===== config.mk =====
export PLATFORM = sky130hd
export DESIGN_NAME = excp_seq
export DESIGN_NICKNAME = d
export VERILOG_FILES = /design/src/rtl/excp_seq.sv
export SDC_FILE = /design/constraint.sdc
export NUM_CORES = 1
export LEC_CHECK = 0
export ABC_AREA = 0
export BUFFER_PORTS_ARGS = -buffer_cell sky130_fd_sc_hd__buf_2
export CORE_ASPECT_RATIO = 0.5
export CORE_MARGIN = 2
export CORE_UTILIZATION = 59
export CTS_CLUSTER_SIZE = 40
export DETAILED_ROUTE_END_ITERATION = 16
export PLACE_DENSITY = 0.92
export SLEW_MARGIN = 20
export SYNTH_ARGS = -nofsm -noshare
export SYNTH_HDL_FRONTEND = slang
export SYNTH_SLANG_ARGS = --single-unit

===== constraint.sdc =====
create_clock -name clk -period 3.2 [get_ports clk]
set_clock_uncertainty 0.1 [all_clocks]
set_input_delay 0.16 -clock clk [delete_from_list [all_inputs] [get_ports clk]]
set_output_delay 0.16 -clock clk [all_outputs]
set_load 0.02 [all_outputs]

===== src/rtl/excp_seq.sv =====
module excp_seq #(
  parameter int       AW      = 32,
  parameter int       SW      = 16,
  parameter bit       TOP_W64 = 1'b1,
  parameter logic [AW-1:0] RST_PC = '0
) (
  input  logic          clk,
  input  logic          rst_n,
  input  logic          take_i,
  input  logic [1:0]    take_type,
  input  logic [1:0]    take_level,
  input  logic [AW-1:0] ret_addr,
  input  logic [AW-1:0] vec_base,
  input  logic          ret_i,
  input  logic [2:0]    width_cfg,
  output logic [SW-1:0] stat_o,
  output logic [AW-1:0] pc_o,
  output logic [1:0]    sp_sel_o
);
  localparam int NLVL      = 4;
  localparam int VEC_SHIFT = 7;
  localparam logic [SW-1:0] ILL_BIT  = SW'(16);
  localparam logic [SW-1:0] RST_STAT = SW'({4'b1111, 1'b0, TOP_W64, 1'b1, 2'b11});

  logic [SW-1:0] stat_q;
  logic [AW-1:0] pc_q;
  logic [SW-1:0] sav_stat [NLVL];
  logic [AW-1:0] sav_link [NLVL];
  logic [SW-1:0] entry_stat;

  wire [1:0]    cur_lvl = stat_q[1:0];
  wire [3:0]    lvl_w64 = {TOP_W64, width_cfg};
  wire [SW-1:0] ret_stat = sav_stat[cur_lvl];
  wire [1:0]    ret_lvl  = ret_stat[1:0];
  wire          ret_bad  = (ret_lvl > cur_lvl) || (ret_stat[3] != lvl_w64[ret_lvl]);
  wire [AW-1:0] vec_tgt  = vec_base + (AW'(take_type) << VEC_SHIFT);

  always_comb begin
    entry_stat      = '0;
    entry_stat[1:0] = take_level;
    entry_stat[2]   = 1'b1;
    entry_stat[3]   = lvl_w64[take_level];
    entry_stat[8:6] = 3'b111;
    entry_stat[5]   = take_type[1];
  end

  always_ff @(posedge clk) begin
    if (!rst_n) begin
      stat_q <= RST_STAT;
      pc_q   <= RST_PC;
      for (int k = 0; k < NLVL; k++) begin
        sav_stat[k] <= '0;
        sav_link[k] <= '0;
      end
    end else if (take_i) begin
      sav_stat[take_level] <= stat_q;
      sav_link[take_level] <= ret_addr;
      stat_q <= entry_stat;
      pc_q   <= vec_tgt;
    end else if (ret_i) begin
      pc_q   <= sav_link[cur_lvl];
      stat_q <= ret_bad ? (stat_q | ILL_BIT) : ret_stat;
    end
  end

  assign stat_o   = stat_q;
  assign pc_o     = pc_q;
  assign sp_sel_o = stat_q[2] ? stat_q[1:0] : 2'd0;
endmodule


==> qor.yml <==
grt_max_degree: 106
hold_start: "vec_base[23]"
place.gp.congestion: 0.857
rows: 35
synth.top_cells.by_count: "edfxtp_1 (192), and3_1 (95), and2_1 (94)"
hold_end: "pc_o[23]"
hold_slack_ns: 0.0468
fmax_mhz: 336
tns_ns: 0
drc: 0
htreeDepth: 1
cts.repair.resized: 0
synthTopCellsByArea: "edfxtp_1 (52%), mux4_2 (9.8%), dfxtp_1 (9.0%)"
diodes: 0
vias_per_cell: 6.57
cp.required_ns: 3.50
post-route-period-util: 0.930
r2r-end: "stat_o[4]"
gr-usage-all-layers: 0.308
clockBufferDepth: 3
drive_above_1_share: 0.250
syn-num-nets: 892
async_reset_ff_frac: 0
min_period_ns: 2.98
hold_buffers: 63
totalWireLength_um: 30600
ys_seq_area_frac: 0.611
drt_iter0_drc: 985
core-area_sq_um: 18400
die_h_um: 101
ys_ff_latch: 242
status: "finished clean"
synth.most_common_cell: "edfxtp_1"
hp-class: "input port to register"
post_cts_buffers: 0
clk-insertion-delay-late_ns: 0.52
ys_types: 48
slew_headroom: 0.285
start_util: 0.602
num_io_pins: 125
wl_per_cell_um: 24.7
finish.utilization: 0.724
drt_first_pass_iters: 5
synth_area_sq_um: 11100
hold_violations: 0
synth_edf_count: 192
criticalPathCategory: "register to register"
irDropWorstVdd_mv: 0.330
cts_tree: "built"
final-setup-viol-count: 0
power_density_nw_per_um2: 569
end_kind: "register"
first_global_vias: 8311
syn_inst: 812
dp_hpwl_um: 16300
ant_nets: 0
die_w_um: 198
yosysWarnings: 0
rsz0062_at_grt: "no"
finalMaxSlewViolations: 0
synth_top_area_share: 0.521
clk_pin_slew_worst_paths_ns: 0.07
nNetsFinal: 1060
cp-start-kind: "register"
port-buffer-count: 124
grt_remaining_overflow: 0
cts.sinks: 242
arrival_ns: 3.28
grt_pass1_wl_um: 46100
p_leak_nw: 5.40
syn_avg_cell_area_sq_um: 13.6
synth_top_area_cell: "edfxtp_1"
antenna_found_initial: 0
die-area_sq_um: 19900
drv_cap: 0
numCtsBuffers: 22
cts_root_buf: "clkbuf_16"
rr_worst_depth: 7
worst_slew_pin_slew_ns: 1.07
area.growth.synth_to_final_pct: 20.3
whs_path_depth: 3
synth_ff_type: "edfxtp_1"
dr_total_vias: 8121
r2r_slack_ns: 0.22
crit_fanout: 8
[worst max path at each step]
stage / endpoint / slack, ns / depth (start not counted)
after floorplan: sav_link[1][0] / 0.36 / 5
after global placement: stat_o[4] / 0.40 / 7
after detailed placement: stat_o[4] / 0.34 / 7
after CTS: stat_o[4] / 0.30 / 7
after global routing: stat_o[4] / 0.12 / 7
final: stat_o[4] / 0.22 / 7
[stage by stage]
step                worst slack (ns)  power (mW)  instances  cell area, sq um
finish                         0.225        7.58       1236             13300
detailed placement             0.338        4.74       1133             11900
CTS                            0.297        7.52       1236             13300
global route                   0.122        7.76       1236             13300
floorplan                      0.360        4.41        812             11100
global placement               0.400        4.69       1133             11900
[layout by cell type (no fill, tap or decap), types with 3 or more instances in the layout]
master / Yosys / routed
edfxtp_1: 192 / 192
buf_2: 5 / 124
and3_1: 95 / 95
and2_1: 94 / 94
dlygate4sd3_1: 0 / 63
mux4_2: 48 / 48
dfxtp_1: 50 / 48
nor2_1: 38 / 37
a211oi_1: 31 / 31
nand2_1: 27 / 25
clkbuf_16: 0 / 24
mux2i_1: 20 / 20
a21oi_1: 20 / 20
nand4_1: 18 / 18
buf_4: 1 / 17
xor2_1: 16 / 16
nor2b_1: 15 / 15
o21ai_0: 11 / 11
inv_1: 10 / 10
mux2_2: 8 / 8
xnor2_1: 7 / 7
nor4_1: 6 / 6
clkbuf_1: 53 / 6
nand3_1: 5 / 5
o211ai_1: 4 / 4
ha_1: 4 / 4
clkbuf_8: 0 / 4
clkinv_1: 1 / 3
nor3_1: 4 / 3
[cells by family after synthesis]
group                    share of synthesized area
multiplexers                                 0.125
AO/OA/AOI/OAI                               0.0504
flip-flops                                   0.611
XOR/XNOR                                    0.0182
AND/OR/NAND/NOR                              0.163
buffers and inverters                       0.0257
adder cells (fa/ha/maj)                    0.00633
[area by class of cell]
class / instances / area, sq um
sequential: 242 / 6770
fill: 1004 / 5080
clock buffer: 34 / 678
timing repair buffer: 205 / 1400
inverter: 12 / 45.0
tap: 240 / 300
multi-input combinational: 497 / 4040
clock inverter: 6 / 77.6
[worst max-delay path, stage by stage (launching register included)]
cell     delay, ns
dfxtp_4       0.38
mux4_2        0.56
ha_1          0.31
nor2b_1       0.13
o21ai_0       0.47
and2_1        0.42
nand3_4       0.20
o221a_2       0.29
[registers in the layout, indices dropped and copies added (netlist names), named ones only]
signal	cells
pc_o	32
sav_link	128
sav_stat	64
stat_o	16
[layer usage]
layer	GRT usage	share of wire	wire [um]	up-vias
met2	0.501	0.47	14200	655
li1	-	-	-	3411
met1	0.402	0.38	11500	3900
met3	0.0729	0.11	3460	155
met4	0.139	0.044	1350	0
met5	0	0	0	-
[power by group]
group          leakage [nW]  switching [mW]  internal (mW)
Sequential             2.32           0.107           3.62
Combinational          2.71           0.609          0.457
Clock                 0.371            1.16           1.62
Total                  5.40            1.88           5.70
No activity file was read; power rests on OpenSTA's default activity.
